<file path="src/rtl/lsau_pkg.sv">
package lsau_pkg;

  typedef enum logic [3:0] {
    OP_LD_BYTE_S = 4'd0,
    OP_LD_BYTE_U = 4'd1,
    OP_LD_HALF_S = 4'd2,
    OP_LD_HALF_U = 4'd3,
    OP_LD_WORD   = 4'd4,
    OP_LD_PAIR   = 4'd5,
    OP_ST_BYTE   = 4'd6,
    OP_ST_HALF   = 4'd7,
    OP_ST_WORD   = 4'd8,
    OP_ST_PAIR   = 4'd9,
    OP_TAS_BYTE  = 4'd10,
    OP_XCHG_WORD = 4'd11
  } lsu_op_e;

  typedef enum logic [1:0] {SZ_B, SZ_H, SZ_W, SZ_D} size_e;

  typedef enum logic [2:0] {
    ST_IDLE, ST_RD0, ST_RD1, ST_WR0, ST_WR1
  } phase_e;

  function automatic size_e op_size(lsu_op_e op);
    case (op)
      OP_LD_BYTE_S, OP_LD_BYTE_U, OP_ST_BYTE, OP_TAS_BYTE: return SZ_B;
      OP_LD_HALF_S, OP_LD_HALF_U, OP_ST_HALF:              return SZ_H;
      OP_LD_PAIR, OP_ST_PAIR:                              return SZ_D;
      default:                                             return SZ_W;
    endcase
  endfunction

  function automatic logic op_signed(lsu_op_e op);
    return (op == OP_LD_BYTE_S) || (op == OP_LD_HALF_S);
  endfunction

  function automatic logic op_atomic(lsu_op_e op);
    return (op == OP_TAS_BYTE) || (op == OP_XCHG_WORD);
  endfunction

  function automatic logic op_reads_first(lsu_op_e op);
    return (op <= OP_LD_PAIR) || op_atomic(op);
  endfunction

endpackage

</file>
<file path="src/rtl/lsau_align_check.sv">
module lsau_align_check
  import lsau_pkg::*;
(
  input  lsu_op_e    op,
  input  logic [2:0] addr_lo,
  input  logic       rd_lsb,
  output logic       misaligned,
  output logic       illegal
);
  size_e sz;

  always_comb begin
    sz      = op_size(op);
    illegal = (sz == SZ_D) && rd_lsb;
    case (sz)
      SZ_B:    misaligned = 1'b0;
      SZ_H:    misaligned = addr_lo[0];
      SZ_W:    misaligned = |addr_lo[1:0];
      default: misaligned = |addr_lo;
    endcase
  end
endmodule

</file>
<file path="src/rtl/lsau_load_lane.sv">
module lsau_load_lane
  import lsau_pkg::*;
#(
  parameter int XLEN = 32
) (
  input  logic [XLEN-1:0]            word,
  input  logic [$clog2(XLEN/8)-1:0]  ofs,
  input  size_e                      size,
  input  logic                       sgn,
  output logic [XLEN-1:0]            result
);
  localparam int BYTES  = XLEN / 8;
  localparam int HALVES = BYTES / 2;
  localparam int OW     = $clog2(BYTES);

  logic [7:0]  blane [BYTES];
  logic [15:0] hlane [HALVES];
  logic [7:0]  bsel;
  logic [15:0] hsel;

  // lane 0 is the most significant byte of the word
  for (genvar k = 0; k < BYTES; k++) begin : g_byte
    assign blane[k] = word[(BYTES-1-k)*8 +: 8];
  end
  for (genvar k = 0; k < HALVES; k++) begin : g_half
    assign hlane[k] = word[(HALVES-1-k)*16 +: 16];
  end

  always_comb begin
    bsel = blane[ofs];
    hsel = hlane[ofs[OW-1:1]];
    case (size)
      SZ_B:    result = sgn ? {{(XLEN-8){bsel[7]}}, bsel}
                            : {{(XLEN-8){1'b0}}, bsel};
      SZ_H:    result = sgn ? {{(XLEN-16){hsel[15]}}, hsel}
                            : {{(XLEN-16){1'b0}}, hsel};
      default: result = word;
    endcase
  end
endmodule

</file>
<file path="src/rtl/lsau_store_lane.sv">
module lsau_store_lane
  import lsau_pkg::*;
#(
  parameter int XLEN = 32
) (
  input  logic [XLEN-1:0]            data,
  input  logic [$clog2(XLEN/8)-1:0]  ofs,
  input  size_e                      size,
  output logic [XLEN-1:0]            wdata,
  output logic [XLEN/8-1:0]          be
);
  localparam int BYTES = XLEN / 8;
  localparam int OW    = $clog2(BYTES);

  for (genvar i = 0; i < BYTES; i++) begin : g_be
    localparam int K = BYTES - 1 - i;
    assign be[i] = (size == SZ_B) ? (ofs == OW'(K)) :
                   (size == SZ_H) ? (ofs[OW-1:1] == (OW-1)'(K / 2)) :
                   1'b1;
  end

  always_comb begin
    case (size)
      SZ_B:    wdata = {BYTES{data[7:0]}};
      SZ_H:    wdata = {(BYTES/2){data[15:0]}};
      default: wdata = data;
    endcase
  end
endmodule

</file>
<file path="src/rtl/lsau_top.sv">
module lsau_top
  import lsau_pkg::*;
#(
  parameter int XLEN   = 32,
  parameter int ADDR_W = 32,
  parameter int REG_AW = 5
) (
  input  logic                clk,
  input  logic                rst,
  input  logic                in_valid,
  output logic                in_ready,
  input  logic [3:0]          in_op,
  input  logic [ADDR_W-1:0]   in_addr,
  input  logic [REG_AW-1:0]   in_rd,
  input  logic [XLEN-1:0]     in_src_a,
  input  logic [XLEN-1:0]     in_src_b,
  output logic                mem_req,
  output logic                mem_we,
  output logic                mem_lock,
  output logic [ADDR_W-1:0]   mem_addr,
  output logic [XLEN-1:0]     mem_wdata,
  output logic [XLEN/8-1:0]   mem_be,
  input  logic                mem_ready,
  input  logic [XLEN-1:0]     mem_rdata,
  output logic                wb_valid,
  output logic [REG_AW-1:0]   wb_rd,
  output logic [XLEN-1:0]     wb_data,
  output logic                done,
  output logic                trap_align,
  output logic                trap_illegal
);
  localparam int BYTES = XLEN / 8;
  localparam int OW    = $clog2(BYTES);

  phase_e             state;
  lsu_op_e            op_q;
  logic [OW-1:0]      off_q;
  logic [REG_AW-1:0]  rd_q;
  logic [XLEN-1:0]    src_a_q, src_b_q;

  lsu_op_e            op_in;
  logic               in_mis, in_ill;
  logic [XLEN-1:0]    ld_val;
  logic [XLEN-1:0]    sl_data, sl_wdata;
  logic [OW-1:0]      sl_ofs;
  size_e              sl_size;
  logic [BYTES-1:0]   sl_be;
  logic [ADDR_W-1:0]  in_base;

  assign op_in    = lsu_op_e'(in_op);
  assign in_ready = (state == ST_IDLE);
  assign in_base  = {in_addr[ADDR_W-1:OW], {OW{1'b0}}};

  lsau_align_check u_align (
    .op         (op_in),
    .addr_lo    (in_addr[2:0]),
    .rd_lsb     (in_rd[0]),
    .misaligned (in_mis),
    .illegal    (in_ill)
  );

  lsau_load_lane #(.XLEN(XLEN)) u_load (
    .word   (mem_rdata),
    .ofs    (off_q),
    .size   (op_size(op_q)),
    .sgn    (op_signed(op_q)),
    .result (ld_val)
  );

  // shared store laner: new requests in idle, set-byte enables afterwards
  always_comb begin
    if (state == ST_IDLE) begin
      sl_data = in_src_a;
      sl_ofs  = in_addr[OW-1:0];
      sl_size = op_size(op_in);
    end else begin
      sl_data = '1;
      sl_ofs  = off_q;
      sl_size = SZ_B;
    end
  end

  lsau_store_lane #(.XLEN(XLEN)) u_store (
    .data  (sl_data),
    .ofs   (sl_ofs),
    .size  (sl_size),
    .wdata (sl_wdata),
    .be    (sl_be)
  );

  always_ff @(posedge clk) begin
    if (rst) begin
      state        <= ST_IDLE;
      op_q         <= OP_LD_WORD;
      off_q        <= '0;
      rd_q         <= '0;
      src_a_q      <= '0;
      src_b_q      <= '0;
      mem_req      <= 1'b0;
      mem_we       <= 1'b0;
      mem_lock     <= 1'b0;
      mem_addr     <= '0;
      mem_wdata    <= '0;
      mem_be       <= '0;
      wb_valid     <= 1'b0;
      wb_rd        <= '0;
      wb_data      <= '0;
      done         <= 1'b0;
      trap_align   <= 1'b0;
      trap_illegal <= 1'b0;
    end else begin
      wb_valid     <= 1'b0;
      done         <= 1'b0;
      trap_align   <= 1'b0;
      trap_illegal <= 1'b0;
      case (state)
        ST_IDLE: begin
          if (in_valid) begin
            op_q    <= op_in;
            off_q   <= in_addr[OW-1:0];
            rd_q    <= in_rd;
            src_a_q <= in_src_a;
            src_b_q <= in_src_b;
            if (in_ill) begin
              trap_illegal <= 1'b1;
              done         <= 1'b1;
            end else if (in_mis) begin
              trap_align <= 1'b1;
              done       <= 1'b1;
            end else if (op_reads_first(op_in)) begin
              state    <= ST_RD0;
              mem_req  <= 1'b1;
              mem_we   <= 1'b0;
              mem_lock <= op_atomic(op_in);
              mem_addr <= in_base;
              mem_be   <= '1;
            end else begin
              state     <= ST_WR0;
              mem_req   <= 1'b1;
              mem_we    <= 1'b1;
              mem_lock  <= 1'b0;
              mem_addr  <= in_base;
              mem_wdata <= sl_wdata;
              mem_be    <= sl_be;
            end
          end
        end
        ST_RD0: begin
          if (mem_ready) begin
            wb_valid <= 1'b1;
            wb_rd    <= rd_q;
            wb_data  <= ld_val;
            case (op_q)
              OP_LD_PAIR: begin
                state    <= ST_RD1;
                mem_addr <= mem_addr + ADDR_W'(BYTES);
              end
              OP_TAS_BYTE: begin
                state     <= ST_WR0;
                mem_we    <= 1'b1;
                mem_wdata <= sl_wdata;
                mem_be    <= sl_be;
              end
              OP_XCHG_WORD: begin
                state     <= ST_WR0;
                mem_we    <= 1'b1;
                mem_wdata <= src_a_q;
                mem_be    <= '1;
              end
              default: begin
                state   <= ST_IDLE;
                mem_req <= 1'b0;
                done    <= 1'b1;
              end
            endcase
          end
        end
        ST_RD1: begin
          if (mem_ready) begin
            wb_valid <= 1'b1;
            wb_rd    <= {rd_q[REG_AW-1:1], 1'b1};
            wb_data  <= mem_rdata;
            state    <= ST_IDLE;
            mem_req  <= 1'b0;
            done     <= 1'b1;
          end
        end
        ST_WR0: begin
          if (mem_ready) begin
            if (op_q == OP_ST_PAIR) begin
              state     <= ST_WR1;
              mem_addr  <= mem_addr + ADDR_W'(BYTES);
              mem_wdata <= src_b_q;
              mem_be    <= '1;
            end else begin
              state    <= ST_IDLE;
              mem_req  <= 1'b0;
              mem_we   <= 1'b0;
              mem_lock <= 1'b0;
              done     <= 1'b1;
            end
          end
        end
        ST_WR1: begin
          if (mem_ready) begin
            state   <= ST_IDLE;
            mem_req <= 1'b0;
            mem_we  <= 1'b0;
            done    <= 1'b1;
          end
        end
        default: state <= ST_IDLE;
      endcase
    end
  end
endmodule

</file>
<file path="config.mk">
export PLATFORM = sky130hd
export DESIGN_NAME = lsau_top
export DESIGN_NICKNAME = d
export VERILOG_FILES = /design/src/rtl/lsau_pkg.sv /design/src/rtl/lsau_align_check.sv /design/src/rtl/lsau_load_lane.sv /design/src/rtl/lsau_store_lane.sv /design/src/rtl/lsau_top.sv
export SDC_FILE = /design/constraint.sdc
export NUM_CORES = 1
export LEC_CHECK = 0
export ABC_AREA = 1
export CORE_MARGIN = 5
export CORE_UTILIZATION = 50
export CTS_BUF_LIST = sky130_fd_sc_hd__clkbuf_8
export CTS_CLUSTER_DIAMETER = 150
export DETAILED_ROUTE_END_ITERATION = 16
export PLACE_DENSITY_LB_ADDON = 0.1
export REMOVE_ABC_BUFFERS = 1
export SYNTH_ARGS = -nofsm -noshare
export SYNTH_HDL_FRONTEND = slang
export SYNTH_SLANG_ARGS = --single-unit
</file>
<file path="constraint.sdc">
create_clock -name clk -period 2.11 [get_ports clk]
set_clock_uncertainty 0.05 [all_clocks]
set_input_delay 0.422 -clock clk [delete_from_list [all_inputs] [get_ports clk]]
set_output_delay 0.422 -clock clk [all_outputs]
set_load 0.1 [all_outputs]
</file>
==> impl_metrics.yaml, run 1 <==
pwr:
  seq_power_share: 0.251
  power_per_cell_area_nw_per_um2: 1670
  p_leak_uw: 0.00568
  cellInternalPower_uw: 9660
  power_switching_uw: 12600
  p_clk_frac: 0.111
  vdd.ir_drop.worst_v: 0.00107
  net_sw_frac: 0.566
  comb_power_share: 0.638
sta:
  timing_hold_violations_final: 0
  finalSetupViolations: 0
  grt_setup_unrepaired: "false"
  max_slew_margin: 0.558
  timing.final.ws_setup_ps: 85.5
  totalNegativeSetupSlack_ps: 0
  maxClockFrequency_mhz: 494
  slew_violations: 0
  worst-slew-pin-transition_ps: 663
  timing.final.crit_period_ps: 2020
  min_period_over_period: 0.959
setup_path:
  worstPathBufferInverterCount: 3
  timing.rr.start: "op_q[3]"
  r2r_setup_slack_ps: 170
  cp_cell_sequence: "nor2_4 -> nand2_4 -> inv_6 -> buf_4 -> buf_12"
  cpMaxStageDelayCell: "dfxtp_2"
  crit-reg2reg-capture: "mem_wdata[25]"
  critical_path_arrival_ps: 1550
  crit_family: "buffers and inverters"
  worst_setup_path_start_kind: "register"
  critical_path.endpoint_type: "output pin"
  critical_path_peak_fanout: 11
  worst_r2r_path_depth: 14
  critPathRequiredTime_ps: 1640
  critical_path_class: "reg2out"
  slowest_delay_ps: 370
synth:
  synth_sequential_area_ratio: 0.394
  synth_enable_flop_cells: 0
  ys_async_sr_fraction: 0
  synthesis.instances: 1448
  ys_ff_latch: 190
  synth_compound_area_frac: 0.217
  synth_xor_area_frac: 0.00725
  synthSimpleGateAreaFrac: 0.287
  synth.cell_area_um2: 9660
  yosysWarningCount: 0
  syn_area_per_cell_um2: 6.67
  dominantRegCellSynth: "dfxtp_1"
  synth_top_family_by_area: "simple AND/OR/NAND/NOR gates"
  post_synth_mux_area_share: 0.0114
  synth.distinct_cells: 44
  synthAdderAreaFrac: 0.00129
global_routing:
  grt.overflow.total: 0
  top_usage_layer: "met2"
  met1_usage: 0.369
  grtUsageMet3: 0.0444
  grt_antenna_before_repair: 0
  grt.total_usage: 0.272
  grt_pass1_wl_um: 49600
  gr-usage-met2: 0.451
  grt_start_max_net_pins: 54
  vias_in_the_first_global_route: 9940
cts:
  number_of_clock_buffers_inserted_by_tritoncts: 17
  cts.hold.buffers_added: 0
  numClockSinks: 190
  htreeDepth: 4
  root_buffer: "clkbuf_8"
  cts_tree: "done"
  clk_buf_depth: 2
  clkTransAtPathRegs_ps: 110
  worst_skew_pair.late_latency_ps: 470
drt:
  detail_route.drc_violations: 0
  via_per_inst: 5.42
  dr_total_vias: 10869
  drt-initial-drc-count: 915
  routed_wirelength_um: 31500
  dr.pass1.iters: 5
  ant_nets: 0
  wl_per_cell_um: 15.7
place:
  numPortBuffers: 251
  place_worst_setup_slack_ps: -407
  finalWeightedCongestion: 0.913
  hpwlAfterDp_um: 23200
floorplanning:
  chipWidth_um: 149
  core_area_um2: 18900
  dieArea_um2: 22200
  ioPinCount: 254
  fp.dieH_um: 149
  initial_utilization: 0.511
  core.rowCount: 50
layout:
  area_growth_syn_to_layout_pct: 37.8
  post_route_cells_drive_above_1_share: 0.167
  n_fill_cell: 1670
  insertedDiodeCount: 0
  finalNetCount: 1875
  post-route-util: 0.705
min_path:
  min_path_type: "in2reg"
  timing.hold.worst.start: "rst"
  min_path_cells: 4
  holdPathEnd: "mem_addr[13]"
run:
  cap_viol_max_count: 0
run_status:
  outcome: "complete, no violations"
cell type report:
class | count | area (µm²) | area share
Clock inverter | 14 | 163 | 0.0122
Sequential cell | 190 | 3810 | 0.286
Timing Repair Buffer | 347 | 3290 | 0.247
Clock buffer | 18 | 248 | 0.0186
Inverter | 100 | 384 | 0.0288
Tap cell | 260 | 325 | 0.0244
Multi-Input combinational cell | 1077 | 5100 | 0.383
kinds of logic (layout without fill, tap and decap cells):
kind of cell,count (synthesis),in the layout
other cells,1,2
xor+xnor,8,8
simple gates,654,654
buf+inv,182,479
fa+ha+maj,1,1
compound gates,401,401
flops,190,190
mux,11,11
repair_timing:
action	CTS	global route
endpoints found under the setup margin	9	58
gates cloned	0	2
pin swaps	0	3
buffers inserted	0	2
gates resized for setup	2	11
endpoints found under the hold margin	0	0
per-layer routing:
layer  vias to the layer above  wire length (µm)  part of all wire
met5                         -                 0                 0
met4                         0               679             0.022
met3                        52              2840             0.090
met2                       534             14700              0.47
met1                      4925             13300              0.42
li1                       5358                 -                 -
registers in the layout, summed over array words and instances, names as in the netlist, 2 cells and up:
name	flops
wb_rd	5
src_a_q	32
rd_q	5
mem_addr	30
u_load.size	2
mem_wdata	32
src_b_q	32
wb_data	32
op_q	4
off_q	2
state	3
mem_be	4
how the worst max path moves through the flow:
stage                     startpoint       endpoint  cells past startpoint
after CTS                   state[1]       in_ready                      5
after detailed placement    in_op[2]   mem_wdata[2]                     13
after global routing         op_q[3]  mem_wdata[18]                      9
after global placement      in_op[2]  mem_wdata[26]                     13
final                       state[1]       in_ready                      5
after floorplan             state[1]     src_a_q[5]                      7
power by group through the flow:
stage | Combinational [µW] | Clock, µW | Sequential (µW)
finish | 14200 | 2470 | 5580
global route | 15100 | 2670 | 5720
CTS | 14000 | 2530 | 5560
detailed placement | 13900 | 0 | 5630
global placement | 13800 | 0 | 5610
floorplan | 4260 | 0 | 10900
cell usage in the layout (no fill, tap or decap), types with 6 or more instances in the layout:
| cell type | count |
|---|---|
| nand2_1 | 386 |
| dfxtp_1 | 188 |
| a21oi_1 | 181 |
| buf_4 | 181 |
| o21ai_0 | 151 |
| clkdlybuf4s50_1 | 139 |
| nor2_1 | 127 |
| inv_1 | 93 |
| nand3_1 | 65 |
| o21ai_1 | 27 |
| buf_12 | 24 |
| clkbuf_8 | 18 |
| or2_2 | 16 |
| nand4_1 | 16 |
| nor3_1 | 11 |
| mux2i_1 | 11 |
| a22oi_1 | 9 |
| nand3b_1 | 8 |
| o211ai_1 | 7 |
| o22ai_1 | 7 |
| nor2_2 | 6 |
| nand3_2 | 6 |
tightest hold or removal path: cells and delay by family:
kind	cells	cell delay, ps
AND/OR/NAND/NOR	1	100
buffers and inverters	2	260
AO/OA/AOI/OAI	1	30
per-stage QoR:
step | cell area [µm²] | power (µW) | cells | hold slack (ps)
after global placement | 12800 | 19400 | 1970 | 388
after global routing | 13300 | 23500 | 2006 | 306
after detailed placement | 12800 | 19600 | 1970 | 392
after CTS | 13200 | 22100 | 2002 | 289
final | 13300 | 22300 | 2006 | 327
after floorplan | 9260 | 15200 | 1367 | 377
synth_stat cells (8+ instances only):
| cell type | count | area, µm² |
|---|---|---|
| dfxtp_1 | 190 | 3800 |
| mux2i_1 | 11 | 110 |
| clkbuf_1 | 43 | 161 |
| a22oi_1 | 9 | 67.6 |
| o21ai_1 | 27 | 135 |
| a21oi_1 | 182 | 911 |
| o21ai_0 | 153 | 766 |
| nand3_1 | 67 | 335 |
| nand2_1 | 387 | 1450 |
| nand4_1 | 16 | 100 |
| inv_1 | 94 | 353 |
| nor3_1 | 11 | 55.1 |
| nand3b_1 | 8 | 60.1 |
| or2_2 | 16 | 100 |
| nor2_1 | 128 | 480 |
| buf_2 | 25 | 125 |
(Power assumes the default switching activity.)
==> run 2, diff against run 1 <==
--- a/config.mk
+++ b/config.mk
@@ -15,4 +15,5 @@
 export REMOVE_ABC_BUFFERS = 1
 export SYNTH_ARGS = -nofsm -noshare
 export SYNTH_HDL_FRONTEND = slang
+export SYNTH_HIERARCHICAL = 1
 export SYNTH_SLANG_ARGS = --single-unit
==> impl_metrics.yaml, run 2 <==
run_status:
  outcome: "complete, no violations"
setup_path:
  slowest_delay_ps: 380
  critical_path_arrival_ps: 2330
  worstPathBufferInverterCount: 2
  cp_cell_sequence: "inv_2 -> nand2_2 -> nor2_4 -> buf_6 -> nand2_1 -> nor3_4 -> nor2_4 -> nand2_2 -> nand2_1 -> nand2_1 -> nor3b_2 -> nor2_1"
  critPathRequiredTime_ps: 2450
  cpMaxStageDelayCell: "dfxtp_4"
  crit_family: "simple AND/OR/NAND/NOR gates"
  critical_path.endpoint_type: "register"
  crit_path_frequent_cell: "nand2_1"
  worst_setup_path_start_kind: "register"
  critical_path_class: "reg2reg"
  critical_path_peak_fanout: 8
cts:
  numClockSinks: 190
  clkTransAtPathRegs_ps: 120
  number_of_clock_buffers_inserted_by_tritoncts: 17
  cts_tree: "done"
  root_buffer: "clkbuf_8"
  htreeDepth: 4
  worst_skew_pair.late_latency_ps: 490
  clk_buf_depth: 2
  cts.hold.buffers_added: 0
layout:
  final_cell_mix: "nand2_1 (441), nor2_1 (198), dfxtp_1 (189), o21ai_0 (182), buf_4 (154)"
  area_growth_syn_to_layout_pct: 31.2
  post_route_cells_drive_above_1_share: 0.178
  multiInputGateArea_um2: 5950
  seq_area_um2: 3810
  insertedDiodeCount: 0
  mostFrequentLayoutCell: "nand2_1"
  n_fill_cell: 1963
  finalNetCount: 2044
synth:
  yosysMostFrequentCell: "nand2_1"
  synth.distinct_cells: 39
  synth_sequential_area_ratio: 0.352
  syn_area_per_cell_um2: 6.46
  ys_ff_latch: 190
  dominantRegCellSynth: "dfxtp_1"
  synth.cells.most_frequent: "nand2_1 (451), nor2_1 (199), dfxtp_1 (190)"
  synth_enable_flop_cells: 0
  yosysTopAreaCellShare: 0.352
  synth.cell_area_um2: 10800
  post_synth_main_area_contributors: "dfxtp_1 (35%), nand2_1 (16%), o21ai_0 (8.4%)"
  ys_async_sr_fraction: 0
  yosysWarningCount: 6
  synthesis.instances: 1673
  yosys.area.top_type: "dfxtp_1"
sta:
  maxClockFrequency_mhz: 502
  timing.final.ws_setup_ps: 117
  slew_violations: 0
  min_period_over_period: 0.944
  finalSetupViolations: 0
  timing_hold_violations_final: 0
  max_slew_margin: 0.602
  worst-slew-pin-transition_ps: 593
  timing.final.crit_period_ps: 1990
pwr:
  power_switching_uw: 14200
  p_leak_uw: 0.00625
  power_per_cell_area_nw_per_um2: 1750
  net_sw_frac: 0.574
  comb_power_share: 0.664
  vdd.ir_drop.worst_v: 0.00131
  cellInternalPower_uw: 10600
  power.total_uw: 24800
  seq_power_share: 0.231
  p_clk_frac: 0.104
floorplanning:
  core.rowCount: 53
  core_area_um2: 21200
  initial_utilization: 0.511
  fp.dieH_um: 157
  chipWidth_um: 157
  ioPinCount: 254
  dieArea_um2: 24600
place:
  hpwlAfterDp_um: 23500
  finalWeightedCongestion: 0.870
  place_worst_setup_slack_ps: -595
  numPortBuffers: 251
drt:
  ant_nets: 0
  detail_route.drc_violations: 0
  dr_total_vias: 11780
  routed_wirelength_um: 33600
  wl_per_cell_um: 15.4
  drt-initial-drc-count: 741
  dr.pass1.iters: 6
  via_per_inst: 5.38
global_routing:
  grt_antenna_before_repair: 0
  grt_pass1_wl_um: 53300
  grt_start_max_net_pins: 66
  vias_in_the_first_global_route: 10691
  grt.overflow.total: 0
  grt.total_usage: 0.263
run:
  cap_viol_max_count: 0
min_path:
  min_path_type: "reg2reg"
## run 2: changes by cell type after synthesis, sizes merged, moves of 18 or more
cell    change
a21oi      -77
nor2       +70
nand2      +69
inv        +38
a31oi      +32
o21ai      +25
clkbuf     +19
nand4      +19
or2        +18
## run 2: what timing repair did
item / CTS / global route
gates cloned: 1 / 2
buffers inserted: 2 / 0
gates resized for setup: 7 / 26
pin swaps: 3 / 7
setup endpoints to repair: 24 / 68
## run 2: worst paths after layout
kind	from	depth (start not counted)	slack, ps	end
min	src_a_q[20]	2	410	src_a_q[20]
max reg2reg	state[1]	12	120	mem_wdata[15]
min reg2reg	src_a_q[20]	2	410	src_a_q[20]
max	state[1]	12	120	mem_wdata[15]
## run 2: power groups by stage
stage	Sequential (µW)	Combinational (µW)	Clock, µW
3_3_place_gp	5790	15800	0
3_5_place_dp	5800	16000	0
2_1_floorplan	11200	5910	0
6_report	5750	16500	2590
4_1_cts	5740	16200	2630
5_1_grt	5900	17700	2810
## run 2: cell type report
| class | instances | share of cell area |
|---|---|---|
| Clock inverter | 15 | 0.0140 |
| Tap cell | 275 | 0.0243 |
| Timing Repair Buffer | 324 | 0.220 |
| Multi-Input combinational cell | 1233 | 0.420 |
| Sequential cell | 190 | 0.269 |
| Clock buffer | 17 | 0.0165 |
| Inverter | 136 | 0.0366 |
## run 2: layer usage
layer	up-vias	track usage	wire length [µm]
met2	396	0.426	15700
li1	5926	-	-
met5	-	0	0
met3	41	0.0542	2370
met1	5417	0.359	15100
met4	0	0.0665	465
## run 2: cells by family (layout without fill, tap and decap cells)
| group | after synthesis | after routing | synth area share |
|---|---|---|---|
| simple gates | 852 | 852 | 0.357 |
| compound gates | 377 | 377 | 0.184 |
| buf+inv | 251 | 492 | 0.104 |
| flops | 190 | 190 | 0.352 |
| fa+ha+maj | 1 | 1 | 0.00116 |
| other cells | 1 | 2 | 0.000347 |
| xor+xnor | 1 | 1 | 0.000811 |
## run 2: stage by stage
stage / util / setup TNS [ps] / hold slack (ps) / cells / instance area (µm²)
after floorplan: - / -242770 / 377 / 1559 / 10200
after global placement: 0.642 / -32320 / 381 / 2153 / 13600
after detailed placement: 0.642 / -35480 / 389 / 2153 / 13600
after CTS: 0.665 / 0 / 408 / 2188 / 14100
after global routing: 0.670 / -144 / 424 / 2190 / 14200
final: 0.670 / 0 / 406 / 2190 / 14200
## run 2: tightest hold or removal path, delay by kind of cell, from the launching register on
family	cells	cell delay (ps)
compound gates	1	50
buf+inv	1	50
flops	1	320
==> run 3, diff against run 2 <==
==> constraint.sdc (replaced) <==
create_clock -name clk -period 2.1 [get_ports clk]
set_clock_uncertainty 0.05 [all_clocks]
set_input_delay 0.42 -clock clk [delete_from_list [all_inputs] [get_ports clk]]
set_output_delay 0.42 -clock clk [all_outputs]
set_load 0.1 [all_outputs]
==> impl_metrics.yaml, run 3 (synthesis gave the netlist of run 2 again) <==
run_status:
  outcome: "complete, no violations"
cts:
  clk_buf_depth: 2
  number_of_clock_buffers_inserted_by_tritoncts: 17
  worst_skew_pair.late_latency_ps: 480
  cts_tree: "done"
  root_buffer: "clkbuf_8"
  numClockSinks: 190
  htreeDepth: 4
  clkTransAtPathRegs_ps: 120
place:
  place_worst_setup_slack_ps: -634
  numPortBuffers: 251
  finalWeightedCongestion: 0.869
  hpwlAfterDp_um: 23600
setup_path:
  critPathRequiredTime_ps: 2430
  worst_setup_path_start_kind: "register"
  critical_path_class: "reg2reg"
  timing.rr.start: "state[1]"
  critical_path_arrival_ps: 2270
  critical_path.endpoint_type: "register"
  worst_r2r_path_depth: 13
  crit-reg2reg-capture: "mem_wdata[19]"
  r2r_setup_slack_ps: 150
  critical_path_peak_fanout: 6
pwr:
  power_per_cell_area_nw_per_um2: 1770
  p_leak_uw: 0.00629
  vdd.ir_drop.worst_v: 0.00108
drt:
  dr_total_vias: 11830
  via_per_inst: 5.38
  dr.pass1.iters: 8
  wl_per_cell_um: 15.5
  ant_nets: 0
  drt-initial-drc-count: 978
  routed_wirelength_um: 34200
  detail_route.drc_violations: 0
sta:
  max_slew_margin: 0.616
  timing_hold_violations_final: 0
  totalNegativeSetupSlack_ps: 0
  timing.final.crit_period_ps: 1950
  finalHoldWorstSlack_ps: 387
  slew_violations: 0
  timing.final.ws_setup_ps: 155
  maxClockFrequency_mhz: 514
  worst-slew-pin-transition_ps: 572
  finalSetupViolations: 0
  min_period_over_period: 0.926
global_routing:
  vias_in_the_first_global_route: 10852
  grt.overflow.total: 0
  grt_pass1_wl_um: 54800
  grt_antenna_before_repair: 0
  grt.total_usage: 0.270
  grt_start_max_net_pins: 49
min_path:
  min_path_cells: 3
  timing.hold.worst.start: "in_op[0]"
  min_path_type: "in2reg"
  holdPathEnd: "op_q[0]"
floorplanning:
  core.rowCount: 53
  fp.dieH_um: 157
  chipWidth_um: 157
  ioPinCount: 254
  core_area_um2: 21200
  dieArea_um2: 24600
  initial_utilization: 0.511
layout:
  final_cell_mix: "nand2_1 (447), nor2_1 (196), dfxtp_1 (188), o21ai_0 (179), buf_4 (160)"
  post_route_cells_drive_above_1_share: 0.178
  n_fill_cell: 1957
  mostFrequentLayoutCell: "nand2_1"
  area_growth_syn_to_layout_pct: 31.5
  finalNetCount: 2052
run:
  cap_viol_max_count: 0
## run 3: cell types whose count changed in the layout (fill, tap and decap cells not counted), sizes merged
cell and delta:
clkbuf +2, bufinv +1, clkinvlp +1, diode +1, clkdlybuf4s15 -1, dlymetal6s2s +1, inv -1, clkdlybuf4s50 -2
clkinv -2, buf +8
## run 3: worst max-delay path by stage
stage / end / from / slack, ps
after floorplan: register / state[1] / -2260
after global placement: mem_wdata[9] / in_op[1] / -530
after detailed placement: mem_wdata[23] / in_op[3] / -630
after CTS: mem_wdata[31] / in_op[0] / 0.5
after global routing: mem_wdata[30] / state[1] / -20
final: mem_wdata[19] / state[1] / 150
## run 3: metrics by stage
step | cells | total power (µW) | instance area, µm² | util
after global placement | 2156 | 21800 | 13600 | 0.643
after CTS | 2194 | 25000 | 14100 | 0.668
after detailed placement | 2156 | 22000 | 13600 | 0.643
final | 2198 | 25200 | 14200 | 0.671
after floorplan | 1559 | 17100 | 10200 | -
after global routing | 2197 | 26800 | 14200 | 0.671
## run 3: cell type report
type / instances / area [µm²] / share of cell area
Antenna cell: 1 / 2.50 / 0.000176
Multi-Input combinational cell: 1233 / 5920 / 0.417
Tap cell: 275 / 344 / 0.0242
Timing Repair Buffer: 332 / 3200 / 0.226
Inverter: 136 / 518 / 0.0365
Clock inverter: 14 / 173 / 0.0122
Sequential cell: 190 / 3810 / 0.268
Clock buffer: 17 / 234 / 0.0165
## run 3: what timing repair did
item | 4_1_cts | 5_1_grt
resized for setup | 9 | 26
setup endpoints to repair | 28 | 68
setup buffers | 5 | 2
hold buffers | 0 | 0
hold endpoints to repair | 0 | 0
pin swaps | 4 | 8
cloned | 2 | 1
## run 3: worst max-delay path: stages, from the launching register on
cell and delay (ps):
dfxtp_4 370, inv_2 70, nand2_2 80, nor2_4 90
buf_6 110, o21ai_1 70, nor2_2 260, inv_2 160
clkbuf_16 190, nand2_1 50, nand2_1 40, nand2_1 50
nor3b_1 190, nor2_1 60
## run 3: power by group
part | internal, µW | total [µW] | switching [µW]
sequential | 4860 | 5770 | 911
combinational | 5040 | 16800 | 11800
clock | 1010 | 2550 | 1540
total | 10900 | 25200 | 14300
## run 3: metal layers
layer | GRT usage | up-vias | share of wire
met5 | 0 | - | 0
met4 | 0.0789 | 0 | 0.014
met3 | 0.0440 | 38 | 0.078
met2 | 0.437 | 449 | 0.47
met1 | 0.373 | 5407 | 0.44
li1 | - | 5936 | -
